==> config.mk <==
export PLATFORM = sky130hd
export DESIGN_NAME = da_dot_unit
export DESIGN_NICKNAME = d
export VERILOG_FILES = /design/src/rtl/da_pkg.sv /design/src/rtl/da_coef_rom.sv /design/src/rtl/da_plane_seq.sv /design/src/rtl/da_shift_acc.sv /design/src/rtl/da_dot_unit.sv
export SDC_FILE = /design/constraint.sdc
export NUM_CORES = 1
export LEC_CHECK = 0
export BUFFER_PORTS_ARGS = -buffer_cell sky130_fd_sc_hd__buf_4
export CAP_MARGIN = 25
export CORE_MARGIN = 5
export CORE_UTILIZATION = 55
export CTS_BUF_LIST = sky130_fd_sc_hd__clkbuf_16
export CTS_CLUSTER_SIZE = 16
export DETAILED_ROUTE_END_ITERATION = 16
export GPL_TIMING_DRIVEN = 0
export PLACE_DENSITY_LB_ADDON = 0.3
export SYNTH_ARGS = -nofsm -noshare
export SYNTH_HDL_FRONTEND = slang
export SYNTH_SLANG_ARGS = --single-unit
==> constraint.sdc <==
create_clock -name clk -period 6.3 [get_ports clk]
set_input_delay 0.63 -clock clk [delete_from_list [all_inputs] [get_ports clk]]
set_output_delay 0.63 -clock clk [all_outputs]
set_load 0.03 [all_outputs]
==> src/rtl/da_pkg.sv <==
// Package: shared defaults and width helpers for the distributed-arithmetic
// inner product unit. Assumes all widths are positive.
package da_pkg;
    localparam int DA_N  = 4;   // number of samples
    localparam int DA_B  = 8;   // sample width
    localparam int DA_CW = 8;   // coefficient width

    // Width of a subset sum of n coefficients of width cw
    function automatic int da_table_width(input int cw, input int n);
        return cw + $clog2(n);
    endfunction

    // Width of the full inner product
    function automatic int da_result_width(input int b, input int cw, input int n);
        return b + cw + $clog2(n);
    endfunction
endpackage

==> src/rtl/da_coef_rom.sv <==
// Module: constant table of every subset sum of N signed coefficients.
// Entry a holds the sum of coef[i] for each bit i set in a. The table is
// computed from COEFS at elaboration; the read is combinational.
// Assumes N is small enough for 2**N entries.
module da_coef_rom #(
    parameter int N   = da_pkg::DA_N,
    parameter int CW  = da_pkg::DA_CW,
    parameter int RW  = da_pkg::da_table_width(da_pkg::DA_CW, da_pkg::DA_N),
    parameter logic [N*CW-1:0] COEFS = '0
) (
    input  logic [N-1:0]  addr,
    output logic [RW-1:0] word
);
    localparam int DEPTH = 1 << N;

    // Subset sum of the coefficients selected by the address bits
    function automatic logic [RW-1:0] subset_sum(input logic [N-1:0] a);
        logic [RW-1:0] s;
        logic [CW-1:0] c;
        s = '0;
        for (int i = 0; i < N; i++) begin
            c = COEFS[i*CW +: CW];
            if (a[i]) s = s + {{(RW-CW){c[CW-1]}}, c};
        end
        return s;
    endfunction

    logic [RW-1:0] table_q [DEPTH];

    genvar g;
    generate
        for (g = 0; g < DEPTH; g++) begin : g_entry
            // One constant entry per address
            assign table_q[g] = subset_sum(N'(g));
        end
    endgenerate

    // Table lookup
    assign word = table_q[addr];
endmodule

==> src/rtl/da_plane_seq.sv <==
// Module: captures the samples and walks their bit planes from LSB to MSB.
// The sequencer presents one address bit per sample each busy cycle and
// flags the sign plane. A load while busy is ignored. Reset is synchronous
// and active low.
module da_plane_seq #(
    parameter int N  = da_pkg::DA_N,
    parameter int B  = da_pkg::DA_B,
    parameter int IW = $clog2(da_pkg::DA_B)
) (
    input  logic          clk,
    input  logic          rst_n,
    input  logic          load,
    input  logic [N*B-1:0] samples,
    output logic          start,
    output logic          busy,
    output logic          done,
    output logic          sign_plane,
    output logic [IW-1:0] plane_idx,
    output logic [N-1:0]  plane_addr
);
    logic [B-1:0] shreg [N];

    // Accept a load only while idle
    assign start = load && !busy;
    // Current plane is the sign plane at the last index
    assign sign_plane = (plane_idx == IW'(B-1));

    genvar g;
    generate
        for (g = 0; g < N; g++) begin : g_addr
            // Address bit from the low end of each shift register
            assign plane_addr[g] = shreg[g][0];
        end
    endgenerate

    // Sample shift registers: capture on start, shift right while busy
    always_ff @(posedge clk) begin
        if (!rst_n) begin
            for (int i = 0; i < N; i++) shreg[i] <= '0;
        end else if (start) begin
            for (int i = 0; i < N; i++) shreg[i] <= samples[i*B +: B];
        end else if (busy) begin
            for (int i = 0; i < N; i++) shreg[i] <= shreg[i] >> 1;
        end
    end

    // Plane counter, busy flag and completion pulse
    always_ff @(posedge clk) begin
        if (!rst_n) begin
            busy      <= 1'b0;
            done      <= 1'b0;
            plane_idx <= '0;
        end else begin
            done <= 1'b0;
            if (start) begin
                busy      <= 1'b1;
                plane_idx <= '0;
            end else if (busy) begin
                if (sign_plane) begin
                    busy <= 1'b0;
                    done <= 1'b1;
                end else begin
                    plane_idx <= plane_idx + 1'b1;
                end
            end
        end
    end
endmodule

==> src/rtl/da_shift_acc.sv <==
// Module: weighted accumulator of table words. Each step adds the word
// shifted left by the plane index. On the sign plane it subtracts the
// word instead. The accumulator is cleared on start. OW must hold the
// full product range.
module da_shift_acc #(
    parameter int RW = da_pkg::da_table_width(da_pkg::DA_CW, da_pkg::DA_N),
    parameter int OW = da_pkg::da_result_width(da_pkg::DA_B, da_pkg::DA_CW, da_pkg::DA_N),
    parameter int IW = $clog2(da_pkg::DA_B)
) (
    input  logic          clk,
    input  logic          rst_n,
    input  logic          clear,
    input  logic          step,
    input  logic          sign_plane,
    input  logic [IW-1:0] plane_idx,
    input  logic [RW-1:0] word,
    output logic [OW-1:0] acc
);
    logic signed [OW-1:0] ext;
    logic signed [OW-1:0] term;

    // Sign-extend the table word to the accumulator width
    assign ext  = {{(OW-RW){word[RW-1]}}, word};
    // Weight by bit position
    assign term = ext <<< plane_idx;

    // Accumulate, negating the sign-plane contribution
    always_ff @(posedge clk) begin
        if (!rst_n) begin
            acc <= '0;
        end else if (clear) begin
            acc <= '0;
        end else if (step) begin
            acc <= sign_plane ? (acc - term) : (acc + term);
        end
    end
endmodule

==> src/rtl/da_dot_unit.sv <==
// Module: top of the multiplier-free inner product unit. It connects the
// plane sequencer, the subset-sum table and the shift accumulator. The
// result is final B cycles after an accepted load and is held until the
// next one. Reset is synchronous and active low.
module da_dot_unit #(
    parameter int N  = da_pkg::DA_N,
    parameter int B  = da_pkg::DA_B,
    parameter int CW = da_pkg::DA_CW,
    parameter logic [N*CW-1:0] COEFS = {8'h5A, 8'h80, 8'hF9, 8'h17},
    parameter int OW = da_pkg::da_result_width(B, CW, N)
) (
    input  logic          clk,
    input  logic          rst_n,
    input  logic          load,
    input  logic [N*B-1:0] samples,
    output logic          busy,
    output logic          done,
    output logic [OW-1:0] result
);
    localparam int RW = da_pkg::da_table_width(CW, N);
    localparam int IW = (B > 1) ? $clog2(B) : 1;

    logic          start;
    logic          sign_plane;
    logic [IW-1:0] plane_idx;
    logic [N-1:0]  plane_addr;
    logic [RW-1:0] word;

    da_plane_seq #(.N(N), .B(B), .IW(IW)) u_seq (
        .clk        (clk),
        .rst_n      (rst_n),
        .load       (load),
        .samples    (samples),
        .start      (start),
        .busy       (busy),
        .done       (done),
        .sign_plane (sign_plane),
        .plane_idx  (plane_idx),
        .plane_addr (plane_addr)
    );

    da_coef_rom #(.N(N), .CW(CW), .RW(RW), .COEFS(COEFS)) u_rom (
        .addr (plane_addr),
        .word (word)
    );

    da_shift_acc #(.RW(RW), .OW(OW), .IW(IW)) u_acc (
        .clk        (clk),
        .rst_n      (rst_n),
        .clear      (start),
        .step       (busy),
        .sign_plane (sign_plane),
        .plane_idx  (plane_idx),
        .word       (word),
        .acc        (result)
    );
endmodule

Word level (Yosys, flattened, before mapping)
Memories as Yosys holds them, arrays and structs flattened. Cells that the tools add are included.

Register bits: 23. Bits in writable memories: 32. Bits in read-only memories: 160. Word-level logic and storage cells: 52. Memories: 2.

$add $sub $neg: 3. Order comparisons: 1. Equality and inequality tests: 1. Shift-type cells: 1. Mux-type cells: 23. Bitwise gates (word level): 12. Reduce and logical (&&, ||, !) cells: 5.

Memory list: (name not given) (depth 16, bits a word 10, rd ports 1, clocked after Yosys merged registers in 0, wr ports 0, line da_coef_rom.sv:39) `assign word = table_q[addr];`; u_seq.shreg (depth 4, bits a word 8, rd ports 4, clocked after Yosys merged registers in 0, wr ports 4, line da_plane_seq.sv:21) `logic [B-1:0] shreg [N];`.

Operators with widths (count): 8-bit 2-to-1 mux (8); 10-bit 2-to-1 mux (2); 18-bit adder (1); 18-bit 2-to-1 mux (1); 10-bit by 3-bit <<< shifter with 18-bit output (1); 18-bit subtractor (1); 1-bit 2-to-1 mux (12); 1-bit OR (8); 5-bit greater-or-equal comparator, second input constant (1); 4-bit NOT with 5-bit output (1); 3-bit by 1-bit adder with 3-bit output, second input constant (1); 3-bit equality test, second input constant (1); 1-bit NOT (3); 3-bit OR reduction (1); 2-bit AND reduction (1); 2-bit OR reduction (1); 1-bit logical AND (1); 1-bit zero test (1).

Longest topological paths before layout
Gate-level depths: netlist of the first run. An unclocked memory read counts as a cell.

Depth in word-level cells: 8. Mapped depth: 21. Mapped depth without buffers: 20.

Modules after synthesis
Synthesis of the first run repeated with hierarchy kept, for this count alone.

Cell total of the unflattened synthesis: 534. Area, all modules: 4569.4 µm².

By module, submodules not included: da_shift_acc (instances 1, cells an instance 329, area each 2572.5 µm², seq. area each 360.3 µm²); da_plane_seq (instances 1, cells an instance 184, area each 1829.3 µm², seq. area each 1041.0 µm²); da_coef_rom (instances 1, cells an instance 21, area each 167.7 µm², seq. area each 0.0 µm²).

Worst setup path after synthesis of the first run
OpenSTA, ideal clock, no wires.

Path kind: register to register. From: mem u_seq.shreg[0][0] (netlist name). To: reg u_acc.acc[17]. Data arrival time: 4.388 ns. Data required time: 6.183 ns. Setup slack: 1.795 ns. Stages on the path, launching flop included: 21. Buffers on the path: 0. Period minus slack after synthesis: 4.505 ns. Cell sequence: edfxtp_1 inv_1 ha_1 and2b_1 or2_0 mux4_2 o21ai_0 nand3_1 nor2_1 a21oi_1 xnor2_1 ha_1 and2_1 and4_1 and2_1 a211o_1 o41ai_1 o21ai_0 xor2_2 o21ai_1 a22o_1.

RTL lines: start, declared (line da_plane_seq.sv:21); end signal, assigned (line da_shift_acc.sv:34) `acc <= sign_plane ? (acc - term) : (acc + term);`; end, declared (line da_shift_acc.sv:17) `output logic [OW-1:0] acc`.

==> impl_metrics.ini, run 1 <==
[global_route]
overflow = 0
grt_max_degree = 21
grt_pass1_vias = 3473
grtUsageTotal_pct = 23.2
grt_pass1_wl_um = 16700
antenna_found_initial = 0

[clocking]
htree_levels = 2
clock_path_buffers = 2
cts-resized-gates = 0
numCtsBuffers = 5
post_cts_buffers = 0
cts-hold-fix-buffers = 0
clockRootBuffer = clkbuf_16
clock_sinks = 55
cts_tree = done
clk_latency_ps = 300
clk_pin_slew_ps = 80

[detailed_routing]
wire_per_inst_um = 17.4
dr.first_iter.drc_count = 230
drcViolationCount = 0
drt.antenna.violating_nets = 0
dr.pass1.iters = 5
via_per_inst = 5.93
vias = 3527
wirelength_um = 10300

[die]
initial_core_util_pct = 56.1
dieArea_um2 = 9180
die_y_um = 95.8
ioPinCount = 55
core_um2 = 7210
die_w_um = 95.8
rows = 31

[synthesis]
syn_inst = 434
yosysTopAreaCell = edfxtp_1
synth_xor_area_share_pct = 5.38
synth_top_family_by_area = compound AO/OA/AOI/OAI gates
synth-edff-count = 30
synthMuxAreaShare_pct = 5.72
seq_area_frac_synth_pct = 34.6
synth_compound_area_share_pct = 23.1
synth_top_area_share_pct = 22.2
synth_area_per_cell_um2 = 9.33
yosys-top-cells-area = edfxtp_1 22%, dfxtp_1 12%, ha_1 8.0%
synth_warnings = 0
synth.distinct_cells = 72
async_flop_share_pct = 0
synth_flop_cell = edfxtp_1
synthSimpleGateAreaFrac_pct = 17.4
synth_area_um2 = 4050
synth-adder-area-share_pct = 8.53
syn_nets = 496
synth_seq_cells = 55

[sta]
finalSetupTns_ps = 0
period_share_pct = 86.8
rsz0062_at_grt = false
tightestPinTransition_ps = 671
report.final.slew_viol_count = 0
max_slew_margin_pct = 55.3
fmax_mhz = 183
finalHoldViolations = 0
skew_ps = 7.65
period_needed_ps = 5470
setup_violations = 0

[power_and_ir_drop]
p_leak_uw = 0.00200
vdd_ir_drop_max_uv = 187
cellPowerDensity_nw_per_um2 = 263

[critical_path]
start_kind = flop
cp.required_ps = 6490
path_class = flop to flop
worstPathMaxFanout = 7
cp-end-kind = flop
cp.arrival_ps = 5660
max_stage_delay_ps = 520
path_cells = inv_1 > ha_1 > nor2b_2 > or2_0 > mux4_2 > o21ai_0 > nand3_1 > nor2_1 > a21oi_1 > xnor2_1 > ha_1 > and2_1 > and4_1 > and2_1 > a211o_1 > o41ai_1 > o21ai_0 > xor2_2 > o21ai_1 > a22o_1
crit_path_top_delay_cell = mux4_2

[placement]
post-place-cells = 587
io_buffers = 54
hpwl_um = 7900
gp_congestion = 0.928

[layout]
finalNonFillerCells = 595
layout_common_cells = 55 x buf_4, 31 x nor2_1, 30 x a22o_1, 30 x edfxtp_1
multi_input_area_um2 = 2430
final_common_cell = buf_4
area_delta_synth_final_pct = 16.9
antenna_cells = 0
drive_gt1_share_pct = 17.1
final.fill_count = 624
nets = 557
final-seq-area_um2 = 1400

[run_status]
status = complete, no violations

[job]
cap_viol_max_count = 0

[hold_path]
min_path_type = flop to flop
==> critical path, delay by kind of cell (launching register included) <==
| family | cells | cell delay (ps) |
|---|---|---|
| simple gates | 7 | 1350 |
| buf+inv | 1 | 130 |
| flops | 1 | 490 |
| compound gates | 7 | 1800 |
| xor+xnor | 2 | 460 |
| fa+ha+maj | 2 | 620 |
| mux | 1 | 520 |
==> cells by family (layout without fill, tap and decap cells) <==
family | Yosys count | after routing
xor+xnor | 24 | 24
mux | 18 | 18
fa+ha+maj | 27 | 27
compound gates | 135 | 135
flops | 55 | 55
simple gates | 131 | 131
buf+inv | 44 | 106
==> Yosys cell counts, drive strengths merged (3+ instances only) <==
master	count
xnor2	16
or2	5
dfxtp	25
nor2b	16
mux2	5
nor3	4
o21a	7
nand2	29
a211o	3
nand3	5
a22o	30
clkbuf	23
o21ai	27
a211oi	4
nand2b	9
xor2	8
mux2i	10
edfxtp	30
ha	26
a31oi	6
buf	3
a21oi	29
inv	17
nor3b	8
a21o	7
nor2	32
and2	6
mux4	3
==> area by class of cell <==
cell class	instances	area share, %
tap	99	2.62
inverter	18	1.43
timing repair buffer	54	8.56
multi-input combinational	335	51.4
buffer	26	3.09
sequential	55	29.6
clock inverter	3	0.661
clock buffer	5	2.64
==> path summary, 6_finish.rpt <==
kind                     start            end  slack, ps  depth (start not counted)
max          u_seq.shreg[0][0]  u_acc.acc[17]        830                         20
min              u_acc.acc[15]  u_acc.acc[15]        510                          2
max reg2reg  u_seq.shreg[0][0]  u_acc.acc[17]        830                         20
min reg2reg      u_acc.acc[15]  u_acc.acc[15]        510                          2
==> through the flow <==
step	hold slack (ps)	setup slack [ps]	utilization, %	instance area [um^2]	total power (uW)
global placement	474	1080	63.5	4580	931
detailed placement	489	906	63.5	4580	944
global route	536	626	65.6	4740	1320
CTS	503	878	65.6	4740	1240
finish	505	830	65.6	4740	1240
floorplan	461	1800	-	4050	815
==> layer usage <==
metal  track usage, %  share of wire [%]  vias to the layer above
met3             3.52                5.2                       19
met5                0                  0                        -
met2             38.7                 48                      109
li1                 -                  -                     1721
met4             6.75                1.8                        0
met1             31.1                 45                     1678
==> flip-flops by register name, indices dropped and copies added, names as in the netlist <==
signal	cells
u_seq.plane_idx	3
u_seq.shreg	32
u_seq.busy	1
u_seq.done	1
u_acc.acc	18
==> where the power goes <==
part / internal [uW] / switching, uW
Combinational: 220 / 284
Clock: 155 / 146
Sequential: 415 / 24.3
(Power assumes the default switching activity.)
==> inputs of run 2 (changes only) <==
--- a/config.mk
+++ b/config.mk
@@ -7,8 +7,10 @@
 export LEC_CHECK = 0
 export BUFFER_PORTS_ARGS = -buffer_cell sky130_fd_sc_hd__buf_4
 export CAP_MARGIN = 25
+export CELL_PAD_IN_SITES_DETAIL_PLACEMENT = 1
+export CELL_PAD_IN_SITES_GLOBAL_PLACEMENT = 1
 export CORE_MARGIN = 5
-export CORE_UTILIZATION = 55
+export CORE_UTILIZATION = 45
 export CTS_BUF_LIST = sky130_fd_sc_hd__clkbuf_16
 export CTS_CLUSTER_SIZE = 16
 export DETAILED_ROUTE_END_ITERATION = 16
==> run 2 against run 1 <==
Effect of this change:
- worst setup slack worse by 21 ps
- core utilization down 12 points
- total power up 0.65%
- count of clock-buffer cells in the layout unchanged
- final area up 0.16%
- clock power down 2%
- final cell count up 1.5%
- sequential power about the same
- register-to-register slack worse by 20 ps
- combinational power up 3%
- critical path depth unchanged
- hold slack better by 3.6 ps
- largest cell class unchanged
==> impl_metrics.ini, run 2 (synthesis results as in run 1) <==
[clocking]
clock_sinks = 55
cts-hold-fix-buffers = 0
numCtsBuffers = 5
clk_pin_slew_ps = 80
clk_latency_ps = 300
cts-resized-gates = 0
clock_path_buffers = 2
post_cts_buffers = 0
cts_tree = done
htree_levels = 2
clockRootBuffer = clkbuf_16

[detailed_routing]
wire_per_inst_um = 19.9
dr.first_iter.drc_count = 177
drcViolationCount = 0
dr.pass1.iters = 4
drt.antenna.violating_nets = 0
via_per_inst = 5.99
vias = 3616
wirelength_um = 12000

[global_route]
grt_max_degree = 20
antenna_found_initial = 0
grt_pass1_wl_um = 19500
grt_pass1_vias = 3780
overflow = 0
grtUsageTotal_pct = 21.4

[placement]
dpl_cell_area_um2 = 4590
gp_congestion = 0.857
io_buffers = 54
hpwl_um = 9110

[sta]
setup_violations = 0
period_needed_ps = 5490
finalHoldViolations = 0
skew_ps = 5.18
fmax_mhz = 182
period_share_pct = 87.1
max_slew_margin_pct = 52.4
report.final.slew_viol_count = 0
tightestPinTransition_ps = 714
finalSetupTns_ps = 0
holdWs_ps = 509
rsz0062_at_grt = false

[layout]
top_regs = u_seq.shreg (32), u_acc.acc (18), u_seq.plane_idx (3)
top_register = u_seq.shreg
finish.utilization_pct = 54.1
drive_gt1_share_pct = 17.1
final_common_cell = buf_4
layout_common_cells = 55 x buf_4, 31 x nor2_1, 30 x a22o_1, 30 x edfxtp_1
area_delta_synth_final_pct = 17.1
nets = 557
antenna_cells = 0
largest_reg_flops = 32
final_area_um2 = 4740

[power_and_ir_drop]
combPwrFrac_pct = 41.3
p_int_uw = 789
clkPwrFrac_pct = 23.4
cellPowerDensity_nw_per_um2 = 264
p_sw_uw = 464
power_frac_seq_pct = 35.2
vdd_ir_drop_max_uv = 117
p_leak_uw = 0.00200
p_sw_share_pct = 37.1

[die]
ioPinCount = 55
rows = 34
die_y_um = 105
die_w_um = 105
initial_core_util_pct = 46.2
dieArea_um2 = 11000
core_um2 = 8760

[critical_path]
cp.required_ps = 6500
cp.arrival_ps = 5690
cp-end-kind = flop
path_class = flop to flop
worstPathMaxFanout = 7
start_kind = flop

[job]
cap_viol_max_count = 0

[run_status]
status = complete, no violations

[hold_path]
min_path_type = flop to flop
-- run 2: per-stage QoR --
stage	instances	setup slack [ps]	power (uW)
floorplan	434	1800	815
global placement	596	1010	937
detailed placement	596	838	959
CTS	604	812	1260
global route	604	472	1330
finish	604	810	1250
-- run 2: critical path: stages (launching register included) --
cell and delay (ps):
edfxtp_1 520, inv_1 140, ha_1 290, nor2b_2 230, or2_0 250, mux4_2 510
o21ai_0 350, nand3_1 130, nor2_1 240, a21oi_1 140, xnor2_1 310, ha_1 340
and2_1 170, and4_1 210, and2_1 140, a211o_1 240, o41ai_1 450, o21ai_0 250
xor2_2 210, o21ai_1 80, a22o_1 190
-- run 2: final cells by class --
| cell class | instances | area, um^2 |
|---|---|---|
| buffer | 26 | 146 |
| clock buffer | 5 | 125 |
| clock inverter | 3 | 27.5 |
| fill | 1023 | 4020 |
| inverter | 18 | 67.6 |
| multi-input combinational | 335 | 2430 |
| sequential | 55 | 1400 |
| tap | 108 | 135 |
| timing repair buffer | 54 | 405 |
-- run 2: path summary, 6_finish.rpt --
check / to / from / slack, ps / cells past startpoint
setup / recovery: u_acc.acc[17] / u_seq.shreg[0][0] / 810 / 20
hold / removal: u_acc.acc[0] / u_acc.acc[0] / 510 / 2
setup reg to reg: u_acc.acc[17] / u_seq.shreg[0][0] / 810 / 20
hold reg to reg: u_acc.acc[0] / u_acc.acc[0] / 510 / 2
-- run 2: power groups by stage --
stage	combinational (uW)	sequential, uW	clock, uW
floorplan	340	475	0
global placement	490	446	0
detailed placement	510	448	0
CTS	517	441	301
global route	565	445	315
finish	518	441	294
-- run 2: per-layer routing --
layer  GRT usage (%)  wire length [um]  vias up
met1            29.1              5390     1778
met2            35.7              5800      101
met3            3.08               602       21
met5               0                 0        -
li1                -                 -     1716
met4            5.48               226        0
